===== src/rtl/mrs_pkg.sv =====
package mrs_pkg;

  typedef enum logic [1:0] {
    OP_INV   = 2'd0,
    OP_CLEAN = 2'd1,
    OP_FLUSH = 2'd2,
    OP_SYNC  = 2'd3
  } op_e;

  typedef enum logic [1:0] {
    K_LINE_CI     = 2'd0,
    K_RANGE_CLEAN = 2'd1,
    K_RANGE_INV   = 2'd2,
    K_BARRIER     = 2'd3
  } kind_e;

  typedef enum logic [2:0] {
    S_IDLE,
    S_HEAD,
    S_TAIL,
    S_RANGE,
    S_FENCE
  } state_e;

endpackage


===== src/rtl/mrs_align.sv =====
// Request-time alignment: derives the edge-line commands and the span to chunk.
module mrs_align #(
  parameter int ADDR_W     = 32,
  parameter int LINE_BYTES = 32
) (
  input  logic [1:0]        op,
  input  logic [ADDR_W-1:0] start_addr,
  input  logic [ADDR_W-1:0] end_addr,
  output logic              head_pend,
  output logic [ADDR_W-1:0] head_addr,
  output logic              tail_pend,
  output logic [ADDR_W-1:0] tail_addr,
  output logic [ADDR_W:0]   span_lo,
  output logic [ADDR_W:0]   span_hi
);
  import mrs_pkg::*;

  localparam int AW1 = ADDR_W + 1;
  localparam int LW  = $clog2(LINE_BYTES);
  localparam logic [AW1-1:0] MASK = AW1'(LINE_BYTES - 1);
  localparam logic [AW1-1:0] LINE = AW1'(LINE_BYTES);

  logic            s_unal, e_unal;
  logic [AW1-1:0]  s_down, s_up, e_full, e_down, e_up;

  always_comb begin
    s_unal = (start_addr[LW-1:0] != '0);
    e_unal = (end_addr[LW-1:0] != '0);
    s_down = {1'b0, start_addr} & ~MASK;
    s_up   = s_unal ? s_down + LINE : s_down;
    e_full = {1'b0, end_addr};
    e_down = e_full & ~MASK;
    e_up   = e_unal ? e_down + LINE : e_down;

    head_addr = s_down[ADDR_W-1:0];
    tail_addr = e_down[ADDR_W-1:0];

    if (op == OP_INV) begin
      head_pend = s_unal;
      tail_pend = (s_up < e_full) && e_unal;
      span_lo   = s_up;
      span_hi   = tail_pend ? e_down : e_full;
    end else begin
      head_pend = 1'b0;
      tail_pend = 1'b0;
      span_lo   = s_down;
      span_hi   = e_up;
    end
  end

endmodule


===== src/rtl/mrs_chunk.sv =====
// Chunk bound: least of span end, size cap and next page edge.
module mrs_chunk #(
  parameter int ADDR_W      = 32,
  parameter int CHUNK_BYTES = 1024,
  parameter int PAGE_BYTES  = 4096
) (
  input  logic [ADDR_W:0] cur,
  input  logic [ADDR_W:0] lim,
  output logic [ADDR_W:0] nxt
);
  localparam int AW1 = ADDR_W + 1;
  localparam logic [AW1-1:0] CAP  = AW1'(CHUNK_BYTES);
  localparam logic [AW1-1:0] PMSK = AW1'(PAGE_BYTES - 1);

  logic [AW1-1:0] cap_end, page_end, lo2;

  always_comb begin
    cap_end  = cur + CAP;
    page_end = (cur | PMSK) + AW1'(1);
    lo2      = (cap_end < page_end) ? cap_end : page_end;
    nxt      = (lim < lo2) ? lim : lo2;
  end

  always_comb begin
    if (cur < lim) begin
      AST_CHUNK_ADVANCES: assert (nxt > cur);
    end
  end

endmodule


===== src/rtl/maint_range_splitter.sv =====
module maint_range_splitter #(
  parameter int ADDR_W      = 32,
  parameter int LINE_BYTES  = 32,
  parameter int CHUNK_BYTES = 1024,
  parameter int PAGE_BYTES  = 4096
) (
  input  logic              clk,
  input  logic              rst_n,
  input  logic              req_valid,
  output logic              req_ready,
  input  logic [1:0]        req_op,
  input  logic [ADDR_W-1:0] req_start,
  input  logic [ADDR_W-1:0] req_end,
  input  logic              wt_override,
  output logic              busy,
  output logic              cmd_valid,
  input  logic              cmd_ready,
  output logic [1:0]        cmd_kind,
  output logic [ADDR_W-1:0] cmd_addr,
  output logic [ADDR_W-1:0] cmd_last
);
  import mrs_pkg::*;

  localparam int AW1 = ADDR_W + 1;
  localparam int LW  = $clog2(LINE_BYTES);
  localparam int PW  = $clog2(PAGE_BYTES);
  localparam logic [AW1-1:0] LINE = AW1'(LINE_BYTES);

  state_e            st_q;
  logic [AW1-1:0]    cur_q, lim_q, nxt;
  logic [1:0]        op_q;
  logic              wt_q, phase_q, tail_q;
  logic [ADDR_W-1:0] head_q, tail_addr_q;

  logic              a_head, a_tail;
  logic [ADDR_W-1:0] a_head_addr, a_tail_addr;
  logic [AW1-1:0]    a_lo, a_hi;

  mrs_align #(.ADDR_W(ADDR_W), .LINE_BYTES(LINE_BYTES)) u_align (
    .op(req_op), .start_addr(req_start), .end_addr(req_end),
    .head_pend(a_head), .head_addr(a_head_addr),
    .tail_pend(a_tail), .tail_addr(a_tail_addr),
    .span_lo(a_lo), .span_hi(a_hi)
  );

  mrs_chunk #(.ADDR_W(ADDR_W), .CHUNK_BYTES(CHUNK_BYTES), .PAGE_BYTES(PAGE_BYTES)) u_chunk (
    .cur(cur_q), .lim(lim_q), .nxt(nxt)
  );

  // Whether a span produces range commands at all for this op / override.
  function automatic logic has_work(input logic [AW1-1:0] lo, input logic [AW1-1:0] hi,
                                    input logic [1:0] op, input logic wt);
    return (lo < hi) && (op != OP_SYNC) && !(op == OP_CLEAN && wt);
  endfunction

  logic work_now, work_new;
  assign work_now = has_work(cur_q, lim_q, op_q, wt_q);
  assign work_new = has_work(a_lo, a_hi, req_op, wt_override);

  assign req_ready = (st_q == S_IDLE);
  assign busy      = (st_q != S_IDLE);
  assign cmd_valid = (st_q != S_IDLE);

  always_comb begin
    cmd_kind = K_BARRIER;
    cmd_addr = '0;
    cmd_last = '0;
    unique case (st_q)
      S_HEAD: begin
        cmd_kind = K_LINE_CI;
        cmd_addr = head_q;
        cmd_last = head_q;
      end
      S_TAIL: begin
        cmd_kind = K_LINE_CI;
        cmd_addr = tail_addr_q;
        cmd_last = tail_addr_q;
      end
      S_RANGE: begin
        if (op_q == OP_INV)        cmd_kind = K_RANGE_INV;
        else if (op_q == OP_CLEAN) cmd_kind = K_RANGE_CLEAN;
        else                       cmd_kind = (phase_q || wt_q) ? K_RANGE_INV : K_RANGE_CLEAN;
        cmd_addr = cur_q[ADDR_W-1:0];
        cmd_last = ADDR_W'(nxt - LINE);
      end
      default: ;
    endcase
  end

  always_ff @(posedge clk or negedge rst_n) begin
    if (!rst_n) begin
      st_q        <= S_IDLE;
      cur_q       <= '0;
      lim_q       <= '0;
      op_q        <= OP_SYNC;
      wt_q        <= 1'b0;
      phase_q     <= 1'b0;
      tail_q      <= 1'b0;
      head_q      <= '0;
      tail_addr_q <= '0;
    end else begin
      unique case (st_q)
        S_IDLE: if (req_valid) begin
          cur_q       <= a_lo;
          lim_q       <= a_hi;
          op_q        <= req_op;
          wt_q        <= wt_override;
          phase_q     <= 1'b0;
          tail_q      <= a_tail;
          head_q      <= a_head_addr;
          tail_addr_q <= a_tail_addr;
          if (a_head)        st_q <= S_HEAD;
          else if (a_tail)   st_q <= S_TAIL;
          else if (work_new) st_q <= S_RANGE;
          else               st_q <= S_FENCE;
        end
        S_HEAD: if (cmd_ready) begin
          if (tail_q)        st_q <= S_TAIL;
          else if (work_now) st_q <= S_RANGE;
          else               st_q <= S_FENCE;
        end
        S_TAIL: if (cmd_ready) begin
          st_q <= work_now ? S_RANGE : S_FENCE;
        end
        S_RANGE: if (cmd_ready) begin
          if (op_q == OP_FLUSH && !wt_q && !phase_q) begin
            phase_q <= 1'b1;
          end else begin
            phase_q <= 1'b0;
            cur_q   <= nxt;
            st_q    <= (nxt < lim_q) ? S_RANGE : S_FENCE;
          end
        end
        S_FENCE: if (cmd_ready) st_q <= S_IDLE;
        default: st_q <= S_IDLE;
      endcase
    end
  end

  AST_STALL_HOLD: assert property (@(posedge clk) disable iff (!rst_n)
    cmd_valid && !cmd_ready |=> cmd_valid && $stable(cmd_kind) && $stable(cmd_addr) && $stable(cmd_last));

  AST_BUSY_AFTER_ACCEPT: assert property (@(posedge clk) disable iff (!rst_n)
    req_valid && req_ready |=> busy && !req_ready);

  AST_LINE_ALIGNED: assert property (@(posedge clk) disable iff (!rst_n)
    cmd_valid |-> (cmd_addr[LW-1:0] == '0) && (cmd_last[LW-1:0] == '0));

  AST_NO_PAGE_CROSS: assert property (@(posedge clk) disable iff (!rst_n)
    cmd_valid && (cmd_kind == K_RANGE_CLEAN || cmd_kind == K_RANGE_INV)
      |-> (cmd_addr >> PW) == (cmd_last >> PW));

  AST_CHUNK_CAP: assert property (@(posedge clk) disable iff (!rst_n)
    cmd_valid && (cmd_kind == K_RANGE_CLEAN || cmd_kind == K_RANGE_INV)
      |-> (cmd_last >= cmd_addr) && ((cmd_last - cmd_addr) <= ADDR_W'(CHUNK_BYTES - LINE_BYTES)));

  AST_FLUSH_PAIR: assert property (@(posedge clk) disable iff (!rst_n)
    cmd_valid && cmd_ready && cmd_kind == K_RANGE_CLEAN && op_q == OP_FLUSH
      |=> cmd_valid && cmd_kind == K_RANGE_INV && $stable(cmd_addr) && $stable(cmd_last));

  AST_WT_NO_CLEAN: assert property (@(posedge clk) disable iff (!rst_n)
    cmd_valid && wt_q |-> cmd_kind != K_RANGE_CLEAN);

  AST_BARRIER_ENDS: assert property (@(posedge clk) disable iff (!rst_n)
    cmd_valid && cmd_ready && cmd_kind == K_BARRIER |=> !busy);

endmodule


===== config.mk =====
export PLATFORM = sky130hd
export DESIGN_NAME = maint_range_splitter
export DESIGN_NICKNAME = d
export VERILOG_FILES = /design/src/rtl/mrs_pkg.sv /design/src/rtl/mrs_align.sv /design/src/rtl/mrs_chunk.sv /design/src/rtl/maint_range_splitter.sv
export SDC_FILE = /design/constraint.sdc
export NUM_CORES = 1
export LEC_CHECK = 0
export CELL_PAD_IN_SITES_DETAIL_PLACEMENT = 0
export CELL_PAD_IN_SITES_GLOBAL_PLACEMENT = 1
export CORE_ASPECT_RATIO = 1.5
export CORE_MARGIN = 3
export CORE_UTILIZATION = 44
export DETAILED_ROUTE_END_ITERATION = 6
export DONT_BUFFER_PORTS = 1
export PLACE_DENSITY_LB_ADDON = 0.1
export SLEW_MARGIN = 20
export SYNTH_ARGS = -nofsm -noshare
export SYNTH_HDL_FRONTEND = slang
export SYNTH_SLANG_ARGS = --single-unit

===== constraint.sdc =====
create_clock -name clk -period 10.6 [get_ports clk]
set_input_delay 2.65 -clock clk [delete_from_list [all_inputs] [get_ports clk]]
set_output_delay 2.65 -clock clk [all_outputs]
set_load 0.02 [all_outputs]

==> results of run 1 <==
==> layout make-up <==
class	instances	area share
Clock buffer	19	0.0283
Tap cell	405	0.0323
Timing Repair Buffer	90	0.0439
Clock inverter	12	0.0117
Sequential cell	128	0.205
Multi-Input combinational cell	1533	0.657
Inverter	91	0.0218
==> what timing repair did <==
item | CTS | global route
endpoints found under the hold margin | 0 | 0
resized for setup | 11 | 24
setup endpoints to repair | 24 | 19
pin swaps | 0 | 2
setup buffers | 0 | 3
hold buffers | 0 | 0
cloned | 0 | 1
==> worst min-delay path, delay by kind of cell, from the launching register on <==
family	cells	cell delay [ps]
AND/OR/NAND/NOR	2	100
flip-flops	1	340
==> power by group through the flow <==
stage | combinational, W | clock (W) | sequential [W]
2_1_floorplan | 0.00297 | 0 | 0.000860
3_3_place_gp | 0.00429 | 0 | 0.000968
3_5_place_dp | 0.00431 | 0 | 0.000976
4_1_cts | 0.00436 | 0.000652 | 0.000968
5_1_grt | 0.00489 | 0.000672 | 0.00100
6_report | 0.00445 | 0.000640 | 0.000980
==> kinds of logic (layout without fill, tap and decap cells) <==
family | after synthesis | in the layout | synth area share
AO/OA/AOI/OAI | 476 | 476 | 0.217
XOR/XNOR | 126 | 126 | 0.0783
adder cells (fa/ha/maj) | 170 | 170 | 0.151
buffers and inverters | 193 | 212 | 0.0561
flip-flops | 128 | 128 | 0.227
multiplexers | 34 | 34 | 0.0254
AND/OR/NAND/NOR | 726 | 727 | 0.244
==> stage by stage <==
| step | worst slack [ps] | hold slack [ps] | power, W | instances | utilization |
|---|---|---|---|---|---|
| 6_report | 180 | 468 | 0.00607 | 2278 | 0.500 |
| 5_1_grt | -141 | 499 | 0.00657 | 2278 | 0.500 |
| 4_1_cts | 54.6 | 469 | 0.00598 | 2274 | 0.495 |
| 3_5_place_dp | -143 | 454 | 0.00528 | 2243 | 0.474 |
| 3_3_place_gp | 8.10 | 449 | 0.00526 | 2243 | 0.474 |
| 2_1_floorplan | 96.8 | 438 | 0.00383 | 1853 | - |
==> per-layer routing <==
| metal | share of wire | track usage |
|---|---|---|
| met5 | 0 | 0 |
| met4 | 0.072 | 0.203 |
| met3 | 0.052 | 0.0423 |
| met2 | 0.46 | 0.506 |
| met1 | 0.42 | 0.394 |
==> final timing paths <==
| check | start | end | slack, ps | depth (start not counted) |
|---|---|---|---|---|
| setup / recovery | cur_q[24] | cmd_last[27] | 180 | 29 |
| hold / removal | head_q[5] | head_q[5] | 470 | 2 |
| setup reg to reg | cur_q[24] | st_q[1] | 1840 | 35 |
| hold reg to reg | head_q[5] | head_q[5] | 470 | 2 |
| max in group asynchronous | rst_n | cur_q[14] | 8400 | 0 |
| min in group asynchronous | rst_n | head_q[28] | 1900 | 0 |
==> sequential cells by signal, indices dropped and copies added, names as in the netlist <==
name	cells
lim_q	33
cur_q	33
head_q	27
tail_addr_q	27
st_q	3
wt_q	1
op_q	2
tail_q	1
phase_q	1
==> cells in the final DEF, fill, tap and decap left out, types with 9 or more instances in the layout <==
cell       instances
a211oi_1          10
a21o_1            61
a21oi_1          106
a22oi_1           15
a31oi_1           10
and2_1            28
and3_1             9
buf_4             89
clkbuf_16         17
dfrtp_1          121
ha_1             169
inv_1             90
mux2_2            13
mux2i_1           20
nand2_1          318
nand2b_1          14
nand3_1           63
nand4_1           53
nor2_1           100
nor2b_1           23
nor3_1            39
nor4_1            12
o211ai_1           9
o21a_1            13
o21ai_0          160
o22ai_1            9
o31ai_1            9
or3_1             12
xnor2_1           86
xor2_1            37
==> flow_metrics.env, run 1 <==
export IMPL_io_pins=140
export IMPL_synth_nets=2094
export IMPL_p_switching_w=0.00335
export IMPL_p_per_area_nw_per_um2=387
export IMPL_drt_first_iter_violations=936
export IMPL_grt_pass1_wl_microns=82500
export IMPL_drive_gt1_frac=0.108
export IMPL_ys_top_cells_by_area="dfrtp_1 (22%), ha_1 (15%), nand2_1 (8.5%)"
export IMPL_cp_top_family="simple AND/OR/NAND/NOR gates"
export IMPL_synth_edf_count=0
export IMPL_combinationalPowerShare=0.733
export IMPL_regArea_sq_um=3210
export IMPL_design_area_sq_um=15700
export IMPL_clock_latency_ps=440
export IMPL_die_w_microns=152
export IMPL_hpwl_microns=44100
export IMPL_slew_headroom=0.340
export IMPL_die_area_sq_um=34300
export IMPL_cts_tree="built"
export IMPL_gp_congestion=0.958
export IMPL_fmax_mhz=96.0
export IMPL_rsz0062_at_grt="yes"
export IMPL_syn_cell_area_sq_um=14100
export IMPL_yosys_register_bits=128
export IMPL_antenna_found_initial=0
export IMPL_crit_type="register to output port"
export IMPL_post_route_min_period_ps=10420
export IMPL_rows=79
export IMPL_finClkSkew_ps=14.7
export IMPL_finalHoldViolCount=0
export IMPL_die_h_microns=225
export IMPL_setup_viol=0
export IMPL_grt_pass1_vias=13700
export IMPL_yosysUniqueCellTypes=90
export IMPL_status="complete, no violations"
export IMPL_track_usage=0.313
export IMPL_h_tree_depth=4
export IMPL_cts_root_buf="clkbuf_16"
export IMPL_port_buffers=0
export IMPL_critPathBufInv=2
export IMPL_synth_top_cell_by_area="dfrtp_1"
export IMPL_avgSynthCellArea_sq_um=7.61
export IMPL_yosys_cell_count_top_type="nand2_1"
export IMPL_start_util=0.450
export IMPL_cts_clk_slew_worst_paths_ps=60
export IMPL_dr_pass1_iters=5
export IMPL_multi_input_area_sq_um=10300
export IMPL_diodes=0
export IMPL_nets=2102
export IMPL_power_frac_clock=0.106
export IMPL_drc=0
export IMPL_cts_buffer_depth=2
export IMPL_viasPerCell=6.03
export IMPL_async_reset_ff_frac=1.00
export IMPL_finalCritPeriodShare=0.983
export IMPL_synth_common_cells="nand2_1 (320), ha_1 (170), o21ai_0 (160), dfrtp_1 (126), a21oi_1 (106)"
export IMPL_yosysWarnings=0
export IMPL_via_count=13700
export IMPL_gr_total_overflow=0
export IMPL_p_leak_nw=7.19
export IMPL_ir_drop_uv=150
export IMPL_yosys_area_top_type_share=0.224
export IMPL_core_area_sq_um=31300
export IMPL_yosysSeqAreaShare=0.227
export IMPL_grt_max_degree=129
export IMPL_switching_share=0.552
export IMPL_intPower_w=0.00272
export IMPL_crit_slowest_cell="or4_1"
export IMPL_cts_made_buffers=17
export IMPL_required_ps=7950
export IMPL_clock_sinks=128
export IMPL_wire_per_inst_microns=24.1
export IMPL_crit_fanout=16
export IMPL_n_fill_cell=3159
export IMPL_pwr_share_seq=0.162
export IMPL_synth_flop_cell="dfrtp_1"
export IMPL_critPathLaunchType="register"
export IMPL_areaGrowthSynthToFinish_pct=11.2
export IMPL_end_kind="output port"
export IMPL_dpl_cell_area_sq_um=14800
export IMPL_cp_data_arrival_time_ps=7770
export IMPL_wirelength_microns=54900
export IMPL_worstMarginPinSlew_ps=983
export IMPL_cpPeakStageDelay_ps=570
export IMPL_slew_violations=0
export IMPL_cap_violations=0
export IMPL_synth_cells=1853
export IMPL_hold_path_class="register to register"
export IMPL_tns_ps=0
export IMPL_drtAntennaViolNets=0
Note: power is estimated with default switching activity, not from simulation.
==> run 2: changes to the inputs <==
Settings changed: CORE_UTILIZATION 44 to 45, SKIP_CTS_REPAIR_TIMING from default to 1, SYNTH_HIERARCHICAL from default to 1.
==> run 2 against run 1 <==
  * Utilization increased by 2.0 points
  * Critical endpoint is now cmd_last[18]
  * Register-to-register slack improved by 450 ps
  * Cell count is 0.61% higher
  * Largest power group unchanged
  * Worst hold slack improved by 31 ps
  * Sequential share of layout area shrank 0.31 points
  * Non-clock buffer count increased by 41
  * First-iteration DRC count decreased by 17%
  * Die area increased by 5.3%
==> flow_metrics.env, run 2 <==
export IMPL_drc=0
export IMPL_areaGrowthSynthToFinish_pct=12.8
export IMPL_syn_cell_area_sq_um=15200
export IMPL_hold_end="head_q[4]"
export IMPL_final_common_cell="nand2_1"
export IMPL_crit_fanout=8
export IMPL_die_h_microns=231
export IMPL_power_frac_clock=0.111
export IMPL_grt_pass1_wl_microns=80900
export IMPL_yosysWarnings=6
export IMPL_crit_type="register to output port"
export IMPL_status="complete, no violations"
export IMPL_post_route_min_period_ps=10490
export IMPL_synth_flop_cell="dfrtp_1"
export IMPL_combinationalPowerShare=0.724
export IMPL_finalCritPeriodShare=0.989
export IMPL_synth_top_cell_by_area="dfrtp_1"
export IMPL_regToRegStartpoint="cur_q[15]"
export IMPL_cts_root_buf="clkbuf_16"
export IMPL_regToRegEndpoint="st_q[2]"
export IMPL_synth_edf_count=0
export IMPL_p_leak_nw=7.69
export IMPL_total_power_w=0.00639
export IMPL_cp_data_arrival_time_ps=7840
export IMPL_wire_per_inst_microns=24.1
export IMPL_yosys_area_top_type_share=0.224
export IMPL_layout_common_cells="nand2_1 (200), ha_1 (160), inv_1 (148)"
export IMPL_drive_gt1_frac=0.201
export IMPL_whs_path_depth=1
export IMPL_largestRegisters="cur_q x33, lim_q x33"
export IMPL_slew_violations=0
export IMPL_rrSetupSlack_ps=2290
export IMPL_fmax_mhz=95.4
export IMPL_core_area_sq_um=32900
export IMPL_p_per_area_nw_per_um2=373
export IMPL_viasPerCell=5.86
export IMPL_io_pins=140
export IMPL_track_usage=0.298
export IMPL_cts_clk_slew_worst_paths_ps=70
export IMPL_grt_max_degree=139
export IMPL_yosysUniqueCellTypes=82
export IMPL_cpPeakStageDelay_ps=550
export IMPL_drt_first_iter_violations=775
export IMPL_end_kind="output port"
export IMPL_required_ps=7950
export IMPL_clock_latency_ps=450
export IMPL_switching_share=0.498
export IMPL_grt_pass1_vias=13400
export IMPL_wirelength_microns=55300
export IMPL_final_setup_worst_slack_ps=114
export IMPL_p_switching_w=0.00318
export IMPL_ir_drop_uv=198
export IMPL_yosysSeqAreaShare=0.227
export IMPL_cap_violations=0
export IMPL_setup_viol=0
export IMPL_drtAntennaViolNets=0
export IMPL_hpwl_microns=42900
export IMPL_pwr_share_seq=0.165
export IMPL_cp_top_family="simple AND/OR/NAND/NOR gates"
export IMPL_holdWs_ps=499
export IMPL_gp_congestion=0.949
export IMPL_avgSynthCellArea_sq_um=8.22
export IMPL_port_buffers=0
export IMPL_synth_cells=1849
export IMPL_nets=2109
export IMPL_cts_buffer_depth=2
export IMPL_critPathLaunchType="register"
export IMPL_cts_tree="built"
export IMPL_hp_start="head_q[4]"
export IMPL_intPower_w=0.00321
export IMPL_antenna_found_initial=0
export IMPL_h_tree_depth=4
export IMPL_rsz0062_at_grt="yes"
export IMPL_crit_slowest_cell="or4_4"
export IMPL_die_area_sq_um=36100
export IMPL_critPathBufInv=6
export IMPL_gr_total_overflow=0
export IMPL_cts_made_buffers=17
export IMPL_async_reset_ff_frac=1.00
export IMPL_yosys_register_bits=138
export IMPL_dp_worst_setup_slack_ps=151
export IMPL_finClkSkew_ps=15.2
export IMPL_via_count=13400
export IMPL_hold_path_class="register to register"
export IMPL_ys_top_cells_by_area="dfrtp_1 (22%), ha_1 (14%), mux2_2 (7.6%)"
export IMPL_clock_sinks=138
export IMPL_reg2regPathDepth=38
export IMPL_rows=81
export IMPL_slew_headroom=0.364
export IMPL_synth_common_cells="nand2_1 (208), ha_1 (174), inv_1 (148), a21oi_1 (143), dfrtp_1 (136)"
export IMPL_finalHoldViolCount=0
export IMPL_dr_pass1_iters=7
export IMPL_yosys_cell_count_top_type="nand2_1"
export IMPL_worstMarginPinSlew_ps=952
export IMPL_diodes=0
export IMPL_die_w_microns=156
export IMPL_start_util=0.461
-- run 2: cell count changes after synthesis, sizes merged, moves of 11 or more --
| cell | delta |
|---|---|
| nand2 | -114 |
| mux2 | +89 |
| buf | +73 |
| inv | +59 |
| o21ai | -54 |
| mux2i | +47 |
| a21o | -41 |
| a21oi | +37 |
| clkbuf | -25 |
| nand3 | -24 |
| xor2 | +11 |
-- run 2: stage by stage --
step            util  std cells  cell area, sq um  setup TNS [ps]
3_3_place_gp   0.474       2227             15600               0
5_1_grt        0.521       2292             17100           -1550
3_5_place_dp   0.474       2227             15600               0
2_1_floorplan      -       1863             15200               0
4_1_cts        0.494       2259             16300           -6310
6_report       0.521       2292             17100               0
-- run 2: final cells by class --
cell class / instances / area [sq um]
clock buffer: 19 / 433
clock inverter: 13 / 241
fill: 3181 / 15800
inverter: 149 / 559
multi-input combinational: 1427 / 10900
sequential: 138 / 3460
tap: 415 / 519
timing repair buffer: 131 / 1080
-- run 2: worst max-delay path by stage --
| stage | from | end | slack [ps] | depth (start not counted) |
|---|---|---|---|---|
| global placement | cur_q[13] | cmd_last[26] | 260 | 34 |
| detailed placement | cur_q[13] | cmd_last[26] | 150 | 34 |
| CTS | cur_q[13] | cmd_last[25] | -390 | 34 |
| finish | cur_q[15] | cmd_last[18] | 110 | 36 |
| global route | cur_q[13] | cmd_last[18] | -190 | 38 |
| floorplan | cur_q[14] | cmd_last[18] | 290 | 35 |
-- run 2: worst register-to-register path, delay by kind of cell (launching register included) --
kind	cells	cell delay (ps)
compound gates	16	3300
simple gates	9	1850
buf+inv	7	1150
fa+ha+maj	3	820
mux	2	590
flops	1	350
xor+xnor	1	140
-- run 2: routing by layer --
metal / wire length (microns) / global-route usage / part of all wire
met1: 19800 / 0.309 / 0.36
met2: 29400 / 0.558 / 0.53
met3: 2300 / 0.0420 / 0.042
met4: 3770 / 0.182 / 0.068
met5: 0 / 0 / 0
-- run 2: power by group through the flow --
stage | combinational [W] | sequential [W] | clock (W)
2_1_floorplan | 0.00276 | 0.000956 | 0
3_3_place_gp | 0.00393 | 0.00105 | 0
3_5_place_dp | 0.00396 | 0.00105 | 0
4_1_cts | 0.00399 | 0.00105 | 0.000720
5_1_grt | 0.00504 | 0.00109 | 0.000740
6_report | 0.00463 | 0.00106 | 0.000709
-- run 2: logic make-up (layout without fill, tap and decap cells) --
| group | count (synthesis) | count (layout) | synth area share |
|---|---|---|---|
| XOR/XNOR | 137 | 137 | 0.0790 |
| other | 1 | 15 | 0.000247 |
| multiplexers | 170 | 170 | 0.120 |
| adder cells (fa/ha/maj) | 174 | 174 | 0.143 |
| buffers and inverters | 300 | 312 | 0.0997 |
| flip-flops | 138 | 138 | 0.227 |
| AO/OA/AOI/OAI | 359 | 361 | 0.140 |
| AND/OR/NAND/NOR | 570 | 570 | 0.190 |
==> run 3: changes to the inputs <==
Settings changed: CORE_MARGIN 3 to default, CORE_UTILIZATION 45 to 46, CTS_CLUSTER_SIZE from default to 16.
Clock period 10.6 ns to 11.3 ns, I/O delays scaled along.
==> run 3 against run 2 <==
  * Die area shrank 6.3%
  * Cell count shrank 1.5%
  * Clock power shrank 17%
  * Sequential cell count is the same
  * Clock-buffer cell count is the same
  * Combinational power shrank 15%
  * Global-route usage grew 2.4 points
  * Non-clock buffer count shrank 32
  * Critical path type unchanged
==> flow_metrics.env, run 3 (synthesis results as in run 2) <==
export IMPL_status="complete, no violations"
export IMPL_p_per_area_nw_per_um2=335
export IMPL_hold_path_class="register to register"
export IMPL_drive_gt1_frac=0.163
export IMPL_nets=2077
export IMPL_grt_max_degree=139
export IMPL_start_util=0.467
export IMPL_final_common_cell="nand2_1"
export IMPL_clock_sinks=138
export IMPL_grt_pass1_vias=13100
export IMPL_critPathLaunchType="register"
export IMPL_cts_clk_slew_worst_paths_ps=70
export IMPL_cpPeakStageDelay_ps=590
export IMPL_setup_viol=0
export IMPL_areaGrowthSynthToFinish_pct=7.99
export IMPL_grt_pass1_wl_microns=79200
export IMPL_cts_tree="built"
export IMPL_drc=0
export IMPL_wire_per_inst_microns=24.1
export IMPL_largestRegisters="cur_q x33, lim_q x33"
export IMPL_dr_pass1_iters=5
export IMPL_layout_common_cells="nand2_1 (205), ha_1 (172), inv_1 (148)"
export IMPL_track_usage=0.322
export IMPL_slew_violations=0
export IMPL_tns_ps=0
export IMPL_cts_made_buffers=17
export IMPL_ir_drop_uv=148
export IMPL_crit_type="register to output port"
export IMPL_die_h_microns=225
export IMPL_h_tree_depth=4
export IMPL_antenna_found_initial=0
export IMPL_hpwl_microns=42300
export IMPL_port_buffers=0
export IMPL_via_count=13300
export IMPL_finalHoldViolCount=0
export IMPL_gp_congestion=0.918
export IMPL_end_kind="output port"
export IMPL_die_area_sq_um=33800
export IMPL_viasPerCell=5.88
export IMPL_io_pins=140
export IMPL_worstMarginPinSlew_ps=1200
export IMPL_cts_root_buf="clkbuf_16"
export IMPL_fmax_mhz=90.3
export IMPL_crit_slowest_cell="nor4_1"
export IMPL_wirelength_microns=54500
export IMPL_cp_common_cell="buf_4"
export IMPL_gr_total_overflow=0
export IMPL_place_inst=2202
export IMPL_p_leak_nw=7.43
export IMPL_clock_latency_ps=440
export IMPL_diodes=0
export IMPL_dpl_cell_area_sq_um=15400
export IMPL_slew_headroom=0.186
export IMPL_required_ps=8480
export IMPL_finalCritPeriodShare=0.980
export IMPL_cp_data_arrival_time_ps=8250
export IMPL_cts_buffer_depth=2
export IMPL_final_cells=2258
export IMPL_finClkSkew_ps=11.2
export IMPL_rows=81
export IMPL_drt_first_iter_violations=696
export IMPL_die_w_microns=150
export IMPL_drtAntennaViolNets=0
export IMPL_design_area_sq_um=16400
export IMPL_crit_fanout=15
export IMPL_core_area_sq_um=32500
export IMPL_cap_violations=0
export IMPL_post_route_min_period_ps=11080
-- run 3: final timing paths --
kind / from / end / slack [ps] / cells after the start
worst min register to register: head_q[19] / head_q[19] / 500 / 1
worst min-delay path: head_q[19] / head_q[19] / 500 / 1
min in group asynchronous: rst_n / cur_q[32] / 2070 / 0
worst max-delay path: cur_q[25] / cmd_last[18] / 220 / 34
worst max register to register: cur_q[20] / st_q[1] / 2580 / 35
max in group asynchronous: rst_n / op_q[0] / 8940 / 0
-- run 3: metrics by stage --
step	power [W]	util	setup WS [ps]	hold slack (ps)
3_3_place_gp	0.00458	0.474	479	483
2_1_floorplan	0.00349	-	811	473
6_report	0.00550	0.504	223	500
4_1_cts	0.00523	0.492	-189	503
3_5_place_dp	0.00461	0.474	321	488
5_1_grt	0.00591	0.504	-56.4	516
-- run 3: per-layer routing --
| metal | vias to the layer above | wire [microns] | GRT usage |
|---|---|---|---|
| met5 | - | 0 | 0 |
| met4 | 0 | 3550 | 0.207 |
| met3 | 136 | 2060 | 0.0418 |
| met2 | 424 | 29700 | 0.615 |
| met1 | 6380 | 19200 | 0.320 |
| li1 | 6326 | - | - |
-- run 3: critical path, delay by kind of cell, from the launching register on --
family,cells,cell delay (ps)
AND/OR/NAND/NOR,14,3450
AO/OA/AOI/OAI,7,1580
buffers and inverters,7,1030
adder cells (fa/ha/maj),2,660
XOR/XNOR,3,490
flip-flops,1,370
multiplexers,1,190
-- run 3: layout make-up --
type,count,area (sq um)
clock buffers,19,433
clock inverters,11,150
fillers,3240,16100
inverters,149,559
multi-input cells,1427,10500
flip-flops and latches,138,3460
well taps,415,519
repair buffers,99,808
-- run 3: power by group --
part	internal (W)	switching [W]	total (W)	leakage, nW
logic	0.00159	0.00233	0.00392	5.54
registers	0.000741	0.000251	0.000992	1.62
clock network	0.000345	0.000244	0.000588	0.267
total	0.00268	0.00282	0.00550	7.43
